`src/rtl/kbd_pkg.sv`:
```
package kbd_pkg;

    localparam int FRAME_BITS = 11;
    localparam int LAST_BIT   = FRAME_BITS - 1;

    localparam logic [7:0] CODE_EXTEND  = 8'hE0;
    localparam logic [7:0] CODE_RELEASE = 8'hF0;

    typedef struct packed {
        logic       done;
        logic       good;
        logic [7:0] data;
    } frame_t;

    typedef struct packed {
        logic       valid;
        logic       err;
        logic       brk;
        logic       ext;
        logic [7:0] code;
    } key_event_t;

    function automatic logic parity_is_odd(input logic [7:0] d, input logic p);
        return ^{d, p};
    endfunction

endpackage

```
`src/rtl/kbd_line_filter.sv`:
```
module kbd_line_filter #(
    parameter int SYNC_STAGES = 2,
    parameter int FILT_LEN    = 4
) (
    input  logic clk,
    input  logic rst,
    input  logic pin_i,
    output logic level_o,
    output logic fall_o
);
    localparam int CW = $clog2(FILT_LEN) + 1;

    logic [SYNC_STAGES-1:0] sync_q;
    logic [CW-1:0]          cnt_q;
    logic                   level_q;
    logic                   fall_q;
    logic                   synced;

    assign synced = sync_q[SYNC_STAGES-1];

    generate
        for (genvar g = 0; g < SYNC_STAGES; g++) begin : g_sync
            always_ff @(posedge clk) begin
                if (rst) begin
                    sync_q[g] <= 1'b1;
                end else if (g == 0) begin
                    sync_q[g] <= pin_i;
                end else begin
                    sync_q[g] <= sync_q[(g == 0) ? 0 : g-1];
                end
            end
        end
    endgenerate

    always_ff @(posedge clk) begin
        if (rst) begin
            cnt_q   <= '0;
            level_q <= 1'b1;
            fall_q  <= 1'b0;
        end else begin
            fall_q <= 1'b0;
            if (synced == level_q) begin
                cnt_q <= '0;
            end else if (cnt_q == CW'(FILT_LEN - 1)) begin
                cnt_q   <= '0;
                level_q <= synced;
                fall_q  <= level_q & ~synced;
            end else begin
                cnt_q <= cnt_q + 1'b1;
            end
        end
    end

    assign level_o = level_q;
    assign fall_o  = fall_q;

    // the filtered level only ever moves to the synchronised pin value
    assert_filter_follows_R10: assert property (@(posedge clk) disable iff (rst)
        (level_q != $past(level_q)) |-> (level_q == $past(synced)));

    // an edge pulse accompanies a 1->0 move of the filtered level
    assert_fall_matches_level_R10: assert property (@(posedge clk) disable iff (rst)
        fall_q |-> (!level_q && $past(level_q)));

endmodule

```
`src/rtl/kbd_frame_rx.sv`:
```
module kbd_frame_rx
    import kbd_pkg::*;
#(
    parameter int TIMEOUT_CYCLES = 25000
) (
    input  logic   clk,
    input  logic   rst,
    input  logic   fall_i,
    input  logic   data_i,
    input  logic   abort_i,
    output frame_t frame_o
);
    localparam int IW = $clog2(TIMEOUT_CYCLES) + 1;

    logic [3:0]    bit_q;
    logic [9:0]    shift_q;
    logic [IW-1:0] idle_q;
    frame_t        frame_q;

    always_ff @(posedge clk) begin
        if (rst) begin
            bit_q   <= '0;
            shift_q <= '0;
            idle_q  <= '0;
            frame_q <= '0;
        end else begin
            frame_q.done <= 1'b0;
            if (abort_i) begin
                bit_q  <= '0;
                idle_q <= '0;
            end else if (fall_i) begin
                idle_q <= '0;
                if (bit_q == 4'(LAST_BIT)) begin
                    frame_q.done <= 1'b1;
                    frame_q.good <= !shift_q[0] && data_i &&
                                    parity_is_odd(shift_q[8:1], shift_q[9]);
                    frame_q.data <= shift_q[8:1];
                    bit_q        <= '0;
                end else begin
                    shift_q[bit_q] <= data_i;
                    bit_q          <= bit_q + 1'b1;
                end
            end else if (bit_q != '0) begin
                if (idle_q == IW'(TIMEOUT_CYCLES - 1)) begin
                    bit_q  <= '0;
                    idle_q <= '0;
                end else begin
                    idle_q <= idle_q + 1'b1;
                end
            end
        end
    end

    assign frame_o = frame_q;

    // a completed frame is always the consequence of a falling edge
    assert_done_after_edge_R1: assert property (@(posedge clk) disable iff (rst)
        frame_q.done |-> $past(fall_i));

    // bit position never leaves the frame
    assert_bit_range_R1: assert property (@(posedge clk) disable iff (rst)
        bit_q <= 4'(LAST_BIT));

    // the quiet counter never passes its limit
    assert_idle_bound_R9: assert property (@(posedge clk) disable iff (rst)
        idle_q < IW'(TIMEOUT_CYCLES));

    // an abort returns the frame to its first bit
    assert_abort_clears_R11: assert property (@(posedge clk) disable iff (rst)
        abort_i |=> (bit_q == '0));

endmodule

```
`src/rtl/kbd_seq_decode.sv`:
```
module kbd_seq_decode
    import kbd_pkg::*;
(
    input  logic       clk,
    input  logic       rst,
    input  frame_t     frame_i,
    output key_event_t event_o
);
    logic       ext_pend_q;
    logic       brk_pend_q;
    key_event_t ev_q;

    always_ff @(posedge clk) begin
        if (rst) begin
            ext_pend_q <= 1'b0;
            brk_pend_q <= 1'b0;
            ev_q       <= '0;
        end else begin
            ev_q.valid <= 1'b0;
            ev_q.err   <= 1'b0;
            if (frame_i.done) begin
                if (!frame_i.good) begin
                    ev_q.err   <= 1'b1;
                    ext_pend_q <= 1'b0;
                    brk_pend_q <= 1'b0;
                end else if (frame_i.data == CODE_EXTEND) begin
                    ext_pend_q <= 1'b1;
                end else if (frame_i.data == CODE_RELEASE) begin
                    brk_pend_q <= 1'b1;
                end else begin
                    ev_q.valid <= 1'b1;
                    ev_q.code  <= frame_i.data;
                    ev_q.brk   <= brk_pend_q;
                    ev_q.ext   <= ext_pend_q;
                    ext_pend_q <= 1'b0;
                    brk_pend_q <= 1'b0;
                end
            end
        end
    end

    assign event_o = ev_q;

    // a strobe and an error never coincide
    assert_single_outcome_R6: assert property (@(posedge clk) disable iff (rst)
        !(ev_q.valid && ev_q.err));

    // prefix bytes stay silent
    assert_prefix_silent_R6: assert property (@(posedge clk) disable iff (rst)
        (frame_i.done && frame_i.good &&
         (frame_i.data == CODE_EXTEND || frame_i.data == CODE_RELEASE)) |=> !ev_q.valid);

    // a bad frame drops pending prefixes
    assert_err_clears_R8: assert property (@(posedge clk) disable iff (rst)
        (frame_i.done && !frame_i.good) |=> (!ext_pend_q && !brk_pend_q));

    // the release flag of an event comes from a pending prefix
    assert_break_origin_R4: assert property (@(posedge clk) disable iff (rst)
        (ev_q.valid && ev_q.brk) |-> $past(brk_pend_q));

endmodule

```
`src/rtl/kbd_scan_decoder.sv`:
```
module kbd_scan_decoder
    import kbd_pkg::*;
#(
    parameter int SYNC_STAGES    = 2,
    parameter int FILT_LEN       = 4,
    parameter int TIMEOUT_CYCLES = 25000
) (
    input  logic       clk,
    input  logic       rst,
    input  logic       kb_clk_i,
    input  logic       kb_dat_i,
    input  logic       hold_i,
    output logic       kb_clk_pull_o,
    output logic       key_valid_o,
    output logic [7:0] key_code_o,
    output logic       key_break_o,
    output logic       key_ext_o,
    output logic       frame_err_o
);
    logic       clk_level;
    logic       clk_fall;
    logic       dat_level;
    logic       dat_fall_unused;
    logic       pull_q;
    frame_t     frame;
    key_event_t ev;

    kbd_line_filter #(.SYNC_STAGES(SYNC_STAGES), .FILT_LEN(FILT_LEN)) u_clk_filt (
        .clk(clk), .rst(rst), .pin_i(kb_clk_i),
        .level_o(clk_level), .fall_o(clk_fall)
    );

    kbd_line_filter #(.SYNC_STAGES(SYNC_STAGES), .FILT_LEN(FILT_LEN)) u_dat_filt (
        .clk(clk), .rst(rst), .pin_i(kb_dat_i),
        .level_o(dat_level), .fall_o(dat_fall_unused)
    );

    kbd_frame_rx #(.TIMEOUT_CYCLES(TIMEOUT_CYCLES)) u_frame (
        .clk(clk), .rst(rst), .fall_i(clk_fall), .data_i(dat_level),
        .abort_i(hold_i), .frame_o(frame)
    );

    kbd_seq_decode u_seq (
        .clk(clk), .rst(rst), .frame_i(frame), .event_o(ev)
    );

    always_ff @(posedge clk) begin
        if (rst) begin
            pull_q <= 1'b0;
        end else begin
            pull_q <= hold_i;
        end
    end

    assign kb_clk_pull_o = pull_q;
    assign key_valid_o   = ev.valid;
    assign key_code_o    = ev.code;
    assign key_break_o   = ev.brk;
    assign key_ext_o     = ev.ext;
    assign frame_err_o   = ev.err;

    // the pull-down follows the hold request by one cycle
    assert_pull_tracks_R11: assert property (@(posedge clk) disable iff (rst)
        kb_clk_pull_o == $past(hold_i));

    // strobes last a single cycle
    assert_valid_single_R6: assert property (@(posedge clk) disable iff (rst)
        key_valid_o |=> !key_valid_o);

    // the data line is only observed while the filtered clock is low at an edge
    assert_edge_level_R12: assert property (@(posedge clk) disable iff (rst)
        clk_fall |-> !clk_level);

endmodule

```
`config.mk`:
```
export PLATFORM = sky130hd
export DESIGN_NAME = kbd_scan_decoder
export DESIGN_NICKNAME = d
export VERILOG_FILES = /design/src/rtl/kbd_pkg.sv /design/src/rtl/kbd_line_filter.sv /design/src/rtl/kbd_frame_rx.sv /design/src/rtl/kbd_seq_decode.sv /design/src/rtl/kbd_scan_decoder.sv
export SDC_FILE = /design/constraint.sdc
export NUM_CORES = 1
export LEC_CHECK = 0
export ABC_AREA = 1
export BUFFER_PORTS_ARGS = -buffer_cell sky130_fd_sc_hd__buf_4
export CAP_MARGIN = 20
export CORE_MARGIN = 4
export CORE_UTILIZATION = 45
export CTS_CLUSTER_DIAMETER = 40
export CTS_CLUSTER_SIZE = 40
export DETAILED_ROUTE_END_ITERATION = 10
export MAX_ROUTING_LAYER = met4
export SKIP_LAST_GASP = 1
export SLEW_MARGIN = 20
export SYNTH_ARGS = -nofsm -noshare
export SYNTH_HDL_FRONTEND = slang
export SYNTH_SLANG_ARGS = --single-unit
```
`constraint.sdc`:
```
create_clock -name clk -period 1.39 [get_ports clk]
set_input_delay 0.0695 -clock clk [delete_from_list [all_inputs] [get_ports clk]]
set_output_delay 0.0695 -clock clk [all_outputs]
set_load 0.01 [all_outputs]
```
==> key figures <==
Floorplanning
  – Die Y-Extent: 89.9 um
  – Die ar.: 8080 um2
  – Num ports: 18
  – FP Rows: 29
  – Die Wd: 89.9 um
  – Core Region: 6420 um2
  – Starting Density: 47.0%

Logic synthesis
  – Asr flop ratio synth: 0%
  – Net Count, Synth: 420
  – Seq/Total Area, Yosys: 45.1%
  – Synthesized area per cell: around 7.4 um2
  – Top_reg_cell synth: dfxtp_1
  – Post-synth EDFFs: 0
  – Synth top area share: a little under half
  – Flops & latches, synth: between 60 and 70
  – Gate Count Post-Synth: 409
  – Yosys cell types: 31
  – Synth area leader: dfxtp_1
  – Cell Area, Synth: around 3000 um2
  – Yosys warnings: 0
  – Most area-consuming cells after synthesis: dfxtp_1, nand2_1, a21oi_1, nand3_1, inv_1

Critical path
  – Worst EP arrival: 1.64 ns
  – CP Class: flip-flop to flip-flop
  – Stages on worst setup path: 9
  – RR Startpoint: u_frame.idle_q[1]
  – CP Capture Type: flip-flop
  – CP delay by family, top: simple AND/OR/NAND/NOR gates
  – Cell repeated most along the worst path: nor2_4
  – Critical path's slowest cell: dfxtp_2
  – Worst setup path startpoint: u_frame.idle_q[1]
  – Setup crit end: u_frame.idle_q[15]
  – Worst Setup Start Kind: flip-flop
  – CP Cell Sequence: buf_6 > nand3_4 > nor2_4 > nand4_1 > nor2_4 > buf_4 > nand3_1 > nand2_1 > nor2_1
  – Worst Path Max Fanout: 4
  – CP bufs+invs: 2
  – R2R cell count: 9
  – Worst reg2reg path endpoint: u_frame.idle_q[15]
  – Worst path max stage delay: 0.36 ns
  – Req. time, crit path: 1.62 ns
  – FF-to-FF setup slack: -0.03 ns

Run status
  – Failing checks: negative setup slack
  – Status: finished with violations

Clock tree
  – Root Buffer Master: clkbuf_8
  – Worst-Skew Late Latency: 0.34 ns
  – CTS tree: done
  – Clk sinks: 68
  – Longest Clk Path Bufs: 2
  – Worst-path clk slew: 0.08 ns
  – Num CTS Buffers: 9
  – Total number of H-tree levels: 3

GRT
  – First-pass GRT wire length: 11100 um
  – Largest net degree at the start of global routing: 22
  – GRT Residual Overflow: 0
  – GRT Util Overall: 17.2%
  – Antenna violations before repair: 0
  – Vias in the first global route: 2553

Final layout
  – Fin area: 3920 um2
  – Layout Area Growth over Synthesis: 30.0%
  – Fill cells: 608
  – Util after Layout: approximately three fifths
  – Share of cells above drive strength 1: 27.7%
  – Nets@finish: 476
  – Ant diodes: 0

Place
  – Placer congestion estimate: around 0.84
  – PortBufs: 17
  – Placed inst area: roughly 3400 um2
  – Hpwl dp: around 4700 um

STA
  – RSZ-0062 raised after global routing: true
  – Period Utilization, post-route: 102%
  – Fin Hold WS: 0.0132 ns
  – Slew @ Worst Pin: 0.357 ns
  – Crit path time final: 1.42 ns
  – Endpoints failing hold: 0
  – Final setup vio count: 3
  – Maximum clock rate: 706 MHz
  – Slew Viols, Final: 0
  – Final setup margin: -0.0270 ns
  – Max-Slew Margin vs Limit: 76.1%
  – Worst Skew: 0.0102 ns

Job
  – Max-Cap Viols: 0

Detailed routing
  – Drt pass-1 iters: 5
  – Routed Antenna Nets: 0
  – Via/cell ratio: 4.88
  – Met2 Wirelength: 3100 um
  – # DRC: 0
  – Total wire length: about 6600 um
  – Top layer in use: met4
  – Met3 routed WL: between 150 and 200 um
  – Via Count: 2665
  – M1 wire length: 3190 um
  – Initial DRC Count: 61
  – WL/cell: 12.0 um

Power and ir drop
  – PwrDens: between 900 and 1000 nW/um2
  – Design Power: 3.77 mW
  – Static Leak: 1.60 nW
  – Max VDD drop: 0.682 mV

Worst hold path
  – Hold Crit Class: input port to flip-flop
-- synthesized netlist by cell type (3+ instances only) --
library cell,number
dfxtp_1,68
o21ai_0,18
nor2_2,5
nand3_1,40
xor2_1,3
inv_2,8
nor3_1,8
ha_1,6
nand2_1,72
buf_2,3
nand4_1,4
or2_2,5
nor2_1,40
clkbuf_1,5
o21ai_1,6
a21oi_1,44
inv_1,51
nand2_2,4
-- layout make-up --
class                           instances  area, um2  share of cell area [%]
Inverter                               59        231                    5.90
Tap cell                               77       96.3                    2.46
Multi-Input combinational cell        273       1590                    40.6
Sequential cell                        68       1370                    35.0
Clock buffer                           10        128                    3.25
Clock inverter                          5       77.6                    1.98
Timing Repair Buffer                   54        425                    10.8
-- flip-flops by register name, summed over array words and instances (netlist names), 3 cells and up --
| register | flops |
|---|---|
| u_frame.idle_q | 16 |
| u_seq.event_o | 12 |
| u_frame.frame_o | 10 |
| u_frame.shift_q | 10 |
| u_frame.bit_q | 4 |
| u_clk_filt.cnt_q | 3 |
| u_dat_filt.cnt_q | 3 |
-- stage by stage --
step | setup WS (ns) | cells | TNS, ns
5_1_grt | -0.146 | 546 | -1.31
3_3_place_gp | -0.0279 | 524 | -0.110
4_1_cts | -0.0229 | 544 | -0.104
3_5_place_dp | -0.0888 | 524 | -0.760
2_1_floorplan | 0.0121 | 409 | 0
6_report | -0.0270 | 546 | -0.0358
-- logic make-up after synthesis --
group | Yosys count | share of synthesized area, %
and+or+nand+nor | 188 | 29.4
buffers and inverters | 69 | 8.96
xor gates and xnor gates | 5 | 1.45
DFF | 68 | 45.1
adders and majority gates | 6 | 2.49
AOI/OAI and AO/OA | 73 | 12.6
-- metal layers --
layer | track usage (%) | vias to the layer above
li1 | - | 1427
met1 | 21.6 | 1204
met2 | 27.3 | 24
met3 | 4.26 | 10
met4 | 5.87 | 0
met5 | - | -
-- cells in the final DEF (no fill, tap or decap), types with 6 or more instances in the layout --
cell type,n
nor2_4,8
buf_4,48
clkbuf_8,9
inv_1,51
dfxtp_1,62
o21ai_1,11
o21ai_0,9
nor2_2,6
nor2_1,33
nand2_1,69
nand3_1,36
a21oi_1,40
inv_2,6
-- report_power, final --
part | switching, mW | leakage [nW] | internal (mW) | total (mW)
clock network | 0.722 | 0.102 | 0.995 | 1.72
logic | 0.0592 | 0.950 | 0.0387 | 0.0979
registers | 0.00266 | 0.552 | 1.95 | 1.96
total | 0.784 | 1.60 | 2.99 | 3.77
-- worst min path at each step --
stage | depth (start not counted) | start | slack (ns) | endpoint
finish | 2 | rst | 0.01 | u_frame.shift_q[6]
global route | 2 | rst | 0.009 | u_frame.shift_q[6]
CTS | 2 | rst | 0.007 | u_frame.shift_q[4]
detailed placement | 2 | kb_dat_i | 0.26 | u_dat_filt.sync_q[0]
global placement | 2 | kb_clk_i | 0.25 | u_clk_filt.sync_q[0]
floorplan | 1 | kb_clk_i | 0.17 | u_clk_filt.sync_q[0]
-- what timing repair did --
item,4_1_cts,5_1_grt
pin swaps,3,16
gates cloned,0,1
setup buffers,3,1
gates resized for setup,8,60
setup endpoints to repair,21,46
hold buffers,2,0
hold endpoints to repair,2,0
Power figures use the tool's default switching activity.
